**config.mk**
```make
export PLATFORM = sky130hd
export DESIGN_NAME = wdog_timer
export DESIGN_NICKNAME = d
export VERILOG_FILES = /design/src/rtl/wdt_pkg.sv /design/src/rtl/wdt_regbank.sv /design/src/rtl/wdt_counter.sv /design/src/rtl/wdt_resp.sv /design/src/rtl/wdog_timer.sv
export SDC_FILE = /design/constraint.sdc
export NUM_CORES = 1
export LEC_CHECK = 0
export BUFFER_PORTS_ARGS = -buffer_cell sky130_fd_sc_hd__buf_2
export CAP_MARGIN = 20
export CORE_ASPECT_RATIO = 1.4
export CORE_MARGIN = 1
export CORE_UTILIZATION = 56
export DETAILED_ROUTE_END_ITERATION = 16
export MAX_ROUTING_LAYER = met4
export PLACE_DENSITY = 0.92
export SLEW_MARGIN = 20
export SYNTH_ARGS = -nofsm -noshare
export SYNTH_HDL_FRONTEND = slang
export SYNTH_HIERARCHICAL = 1
export SYNTH_SLANG_ARGS = --single-unit
```
**constraint.sdc**
```tcl
create_clock -name clk -period 2.95 [get_ports clk]
set_input_delay 0.59 -clock clk [delete_from_list [all_inputs] [get_ports clk]]
set_output_delay 0.59 -clock clk [all_outputs]
set_load 0.03 [all_outputs]
```
**src/rtl/wdt_pkg.sv**
```systemverilog
package wdt_pkg;
  localparam int ADDR_W  = 8;
  localparam int DATA_W  = 32;
  localparam int CODE_W  = 4;
  localparam int NCODES  = 1 << CODE_W;

  localparam logic [ADDR_W-1:0] OFS_CTRL = 8'h00;
  localparam logic [ADDR_W-1:0] OFS_TMO  = 8'h04;
  localparam logic [ADDR_W-1:0] OFS_CNT  = 8'h08;
  localparam logic [ADDR_W-1:0] OFS_KICK = 8'h0C;
  localparam logic [ADDR_W-1:0] OFS_STAT = 8'h10;
  localparam logic [ADDR_W-1:0] OFS_ACK  = 8'h14;
  localparam logic [ADDR_W-1:0] OFS_ID0  = 8'hF4;
  localparam logic [ADDR_W-1:0] OFS_ID1  = 8'hF8;
  localparam logic [ADDR_W-1:0] OFS_ID2  = 8'hFC;

  localparam logic [DATA_W-1:0] KICK_KEY = 32'h0000_0076;

  localparam int CTRL_EN_BIT   = 0;
  localparam int CTRL_MODE_BIT = 1;

  typedef enum logic {
    RESP_RESET    = 1'b0,
    RESP_IRQ_FIRST = 1'b1
  } resp_mode_e;

  typedef struct packed {
    logic start;
    logic kick;
    logic ack;
  } wdt_evt_t;
endpackage

```
**src/rtl/wdt_regbank.sv**
```systemverilog
module wdt_regbank
  import wdt_pkg::*;
#(
  parameter int CNT_W = 31,
  parameter logic [31:0] ID_CFG  = 32'h0,
  parameter logic [31:0] ID_VER  = 32'h0,
  parameter logic [31:0] ID_KIND = 32'h0
) (
  input  logic               clk,
  input  logic               rst_n,
  input  logic [ADDR_W-1:0]  bus_addr,
  input  logic               bus_wr,
  input  logic               bus_rd,
  input  logic [DATA_W-1:0]  bus_wdata,
  input  logic [CNT_W-1:0]   count,
  input  logic               irq_stat,
  output logic               en_q,
  output resp_mode_e         mode_q,
  output logic [2*CODE_W-1:0] tmo_q,
  output wdt_evt_t           evt,
  output logic [DATA_W-1:0]  bus_rdata
);
  logic wr_ctrl, wr_tmo;

  assign wr_ctrl = bus_wr && (bus_addr == OFS_CTRL);
  assign wr_tmo  = bus_wr && (bus_addr == OFS_TMO);

  always_ff @(posedge clk or negedge rst_n) begin
    if (!rst_n) begin
      en_q   <= 1'b0;
      mode_q <= RESP_RESET;
      tmo_q  <= '0;
    end else begin
      if (wr_ctrl && !en_q) begin
        en_q   <= bus_wdata[CTRL_EN_BIT];
        mode_q <= resp_mode_e'(bus_wdata[CTRL_MODE_BIT]);
      end
      if (wr_tmo) begin
        tmo_q <= bus_wdata[2*CODE_W-1:0];
      end
    end
  end

  always_comb begin
    evt       = '0;
    evt.start = wr_ctrl && bus_wdata[CTRL_EN_BIT] && !en_q;
    evt.kick  = bus_wr && (bus_addr == OFS_KICK) && (bus_wdata == KICK_KEY) && en_q;
    evt.ack   = bus_rd && (bus_addr == OFS_ACK);
  end

  always_comb begin
    bus_rdata = '0;
    unique case (bus_addr)
      OFS_CTRL: begin
        bus_rdata[CTRL_EN_BIT]   = en_q;
        bus_rdata[CTRL_MODE_BIT] = mode_q;
      end
      OFS_TMO:  bus_rdata[2*CODE_W-1:0] = tmo_q;
      OFS_CNT:  bus_rdata = DATA_W'(count);
      OFS_STAT: bus_rdata[0] = irq_stat;
      OFS_ID0:  bus_rdata = ID_CFG;
      OFS_ID1:  bus_rdata = ID_VER;
      OFS_ID2:  bus_rdata = ID_KIND;
      default:  bus_rdata = '0;
    endcase
  end
endmodule

```
**src/rtl/wdt_counter.sv**
```systemverilog
module wdt_counter
  import wdt_pkg::*;
#(
  parameter int MIN_EXP = 16,
  parameter int CNT_W   = MIN_EXP + NCODES - 1
) (
  input  logic              clk,
  input  logic              rst_n,
  input  logic              en,
  input  logic              start,
  input  logic              kick,
  input  logic [CODE_W-1:0] first_code,
  input  logic [CODE_W-1:0] norm_code,
  output logic [CNT_W-1:0]  count,
  output logic [CNT_W-1:0]  reload_val,
  output logic              expire
);
  logic [CNT_W-1:0] per_tab [NCODES];

  for (genvar g = 0; g < NCODES; g++) begin : g_period
    localparam longint unsigned PER = longint'(1) << (MIN_EXP + g);
    assign per_tab[g] = CNT_W'(PER - 1);
  end

  assign reload_val = per_tab[norm_code];
  assign expire     = en && !kick && (count == '0);

  always_ff @(posedge clk or negedge rst_n) begin
    if (!rst_n) begin
      count <= '0;
    end else if (start) begin
      count <= per_tab[first_code];
    end else if (en) begin
      if (kick || expire) count <= reload_val;
      else                count <= count - 1'b1;
    end
  end
endmodule

```
**src/rtl/wdt_resp.sv**
```systemverilog
module wdt_resp
  import wdt_pkg::*;
#(
  parameter int RST_CYCLES = 8
) (
  input  logic       clk,
  input  logic       rst_n,
  input  logic       expire,
  input  resp_mode_e mode,
  input  logic       ack,
  output logic       irq_stat,
  output logic       sys_rst_req
);
  localparam int RC_W = $clog2(RST_CYCLES + 1);

  logic [RC_W-1:0] rst_left;
  logic            fire_rst, raise_irq;

  assign raise_irq = expire && (mode == RESP_IRQ_FIRST) && !irq_stat;
  assign fire_rst  = expire && !raise_irq;

  always_ff @(posedge clk or negedge rst_n) begin
    if (!rst_n) begin
      irq_stat <= 1'b0;
      rst_left <= '0;
    end else begin
      if (raise_irq)  irq_stat <= 1'b1;
      else if (ack)   irq_stat <= 1'b0;

      if (fire_rst)             rst_left <= RC_W'(RST_CYCLES);
      else if (rst_left != '0)  rst_left <= rst_left - 1'b1;
    end
  end

  assign sys_rst_req = (rst_left != '0);
endmodule

```
**src/rtl/wdog_timer.sv**
```systemverilog
module wdog_timer
  import wdt_pkg::*;
#(
  parameter int MIN_EXP    = 16,
  parameter int RST_CYCLES = 8,
  parameter logic [31:0] ID_CFG  = 32'h0000_0010,
  parameter logic [31:0] ID_VER  = 32'h0001_0200,
  parameter logic [31:0] ID_KIND = 32'h5744_0001
) (
  input  logic        clk,
  input  logic        rst_n,
  input  logic [7:0]  bus_addr,
  input  logic        bus_wr,
  input  logic        bus_rd,
  input  logic [31:0] bus_wdata,
  output logic [31:0] bus_rdata,
  output logic        sys_rst_req,
  output logic        irq
);
  localparam int CNT_W = MIN_EXP + NCODES - 1;

  logic               en_q;
  resp_mode_e         mode_q;
  logic [2*CODE_W-1:0] tmo_q;
  wdt_evt_t           evt;
  logic [CNT_W-1:0]   count;
  logic [CNT_W-1:0]   reload_val;
  logic               expire;
  logic               irq_stat;

  wdt_regbank #(
    .CNT_W(CNT_W), .ID_CFG(ID_CFG), .ID_VER(ID_VER), .ID_KIND(ID_KIND)
  ) u_regs (
    .clk(clk), .rst_n(rst_n),
    .bus_addr(bus_addr), .bus_wr(bus_wr), .bus_rd(bus_rd),
    .bus_wdata(bus_wdata), .count(count), .irq_stat(irq_stat),
    .en_q(en_q), .mode_q(mode_q), .tmo_q(tmo_q), .evt(evt),
    .bus_rdata(bus_rdata)
  );

  wdt_counter #(.MIN_EXP(MIN_EXP), .CNT_W(CNT_W)) u_cnt (
    .clk(clk), .rst_n(rst_n), .en(en_q), .start(evt.start), .kick(evt.kick),
    .first_code(tmo_q[2*CODE_W-1:CODE_W]), .norm_code(tmo_q[CODE_W-1:0]),
    .count(count), .reload_val(reload_val), .expire(expire)
  );

  wdt_resp #(.RST_CYCLES(RST_CYCLES)) u_resp (
    .clk(clk), .rst_n(rst_n), .expire(expire), .mode(mode_q), .ack(evt.ack),
    .irq_stat(irq_stat), .sys_rst_req(sys_rst_req)
  );

  assign irq = irq_stat;
endmodule

```
==> impl_metrics.tcl <==
set metrics [dict create \
    antenna_found_initial 0 \
    root_buffer "clkbuf_8" \
    tritoncts "done" \
    dp_cells 564 \
    fillers 506 \
    layout_commonest_cell "buf_2" \
    synth_nets 464 \
    vias_per_cell 6.91 \
    p_leak_nw 2.08 \
    synth.avg_cell_area_um2 8.65 \
    core-area_mm2 0.00621 \
    gp_congestion 0.995 \
    crit_fanout 7 \
    die_area_mm2 0.00677 \
    totalWireLength_um 11800 \
    worst_slew_pin_slew_ns 0.679 \
    cts_resized 0 \
    nets 546 \
    die_x_um 69.8 \
    row_count 34 \
    multi_input_area_mm2 0.00228 \
    final_cells 572 \
    maxSlewHeadroom_pct 54.6 \
    avgRoutedWirePerCell_um 20.6 \
    cp_data_arrival_time_ns 2.88 \
    cp_top_family "simple AND/OR/NAND/NOR gates" \
    initial_utilization_pct 58.1 \
    skew_ns 0.00464 \
    synth_area_mm2 0.00361 \
    fmax_ghz 0.372 \
    grt_util_all_layers_pct 35.8 \
    start_kind "flip-flop" \
    cts_max_path_buffers 2 \
    period_needed_ns 2.69 \
    regArea_mm2 0.00115 \
    drc 0 \
    hold_violations 0 \
    setup-violations-final 0 \
    syn_inst 417 \
    gr-total-overflow 0 \
    htreeDepth 2 \
    maxSlewViolCount 0 \
    cp.required_ns 3.14 \
    path_cells "or4_4 -> or3_1 -> nor4b_1 -> nand4_1 -> nor2_1 -> a21boi_0 -> buf_4 -> a211oi_1" \
    cts_made_buffers 5 \
    portBuffers 76 \
    die_h_um 96.9 \
    powerDensity_mw_per_mm2 582 \
    synthToLayoutAreaGrowth_pct 18.2 \
    maxCapViolCount 0 \
    num_vias 3950 \
    rsz0062_at_grt "no" \
    drive_above_1_share_pct 29.2 \
    tns_ns 0 \
    peakVddDrop_mv 0.358 \
    hpwlAfterDp_um 8580 \
    worstSetupPathType "reg2reg" \
    num_antenna_cells 0 \
    hold_path.class "in2async" \
    cts.clk_slew.worst_paths_ns 0.09 \
    drt_iter0_markers 526 \
    clk_latency_ns 0.31 \
    mostFrequentLayoutCells "buf_2, dfrtp_1, nor2_1, buf_4, nand3_1" \
    cp_num_buf_inv 1 \
    grt_max_degree 47 \
    finalCritPeriodShare_pct 91.1 \
    grt_pass1_wl_um 18900 \
    clock_sink_count 46 \
    grt_pass1_vias 3822 \
    whs_ns 0.277 \
    ys_warn_count 6 \
    holdBufCountCts 0 \
    cts_setup_buffers 0 \
    critPathMaxStageDelay_ns 0.51 \
    cp-end-kind "flip-flop" \
    dr.pass1.iters 6 \
    slowest_stage "or4_4" \
    status "completed" \
    io_pins 78 \
    ant_nets 0 \
]
## where the power goes
part	leakage [nW]	switching [mW]	internal, mW
Combinational	1.43	0.586	0.432
Clock	0.0472	0.226	0.189
Sequential	0.609	0.261	0.789
Total	2.08	1.07	1.41
## stage by stage
| stage | util [%] | instance area, um2 | setup WS [ns] | power, mW |
|---|---|---|---|---|
| 2_1_floorplan | - | 3610 | 0.0926 | 1.67 |
| 5_1_grt | 68.6 | 4260 | 0.0612 | 2.61 |
| 6_report | 68.6 | 4260 | 0.263 | 2.48 |
| 3_5_place_dp | 67.1 | 4170 | 0.102 | 2.04 |
| 4_1_cts | 68.6 | 4260 | 0.288 | 2.45 |
| 3_3_place_gp | 67.1 | 4170 | 0.195 | 1.99 |
## layer usage
| metal | part of all wire [%] | up-vias | GRT usage [%] |
|---|---|---|---|
| met5 | 0 | - | - |
| met3 | 8.1 | 81 | 5.52 |
| li1 | - | 1764 | - |
| met1 | 37 | 1843 | 42.2 |
| met4 | 4.9 | 0 | 19.1 |
| met2 | 50 | 262 | 58.3 |
## worst register-to-register path, cell delays in order (launching register included)
cell	delay, ns
dfrtp_1	0.46
or4_4	0.51
or3_1	0.43
nor4b_1	0.30
nand4_1	0.20
nor2_1	0.18
a21boi_0	0.25
buf_4	0.18
a211oi_1	0.06
## state kept, by name, indices dropped and copies added (netlist names)
signal / count
u_resp/rst_left: 4
u_regs/tmo_q: 8
u_regs/mode_q: 1
u_cnt/count: 31
u_resp/irq_stat: 1
u_regs/en_q: 1
## final timing paths
kind	slack (ns)	start	end	depth (start not counted)
worst min-delay path	0.28	rst_n	u_cnt/count[18]	1
max in group asynchronous	2.24	rst_n	u_regs/tmo_q[2]	1
worst min register to register	0.55	u_resp/rst_left[3]	u_resp/rst_left[3]	1
worst max-delay path	0.26	u_cnt/count[25]	u_resp/rst_left[2]	8
worst max register to register	0.26	u_cnt/count[25]	u_resp/rst_left[2]	8
min in group clk	0.52	bus_wdata[5]	u_regs/tmo_q[5]	2
## cell type report
class	instances	area share, %
Clock buffer	6	1.94
Clock inverter	2	0.294
Inverter	12	1.06
Multi-Input combinational cell	331	53.6
Sequential cell	46	27.0
Tap cell	72	2.11
Timing Repair Buffer	103	14.0
(Power assumes the default switching activity.)
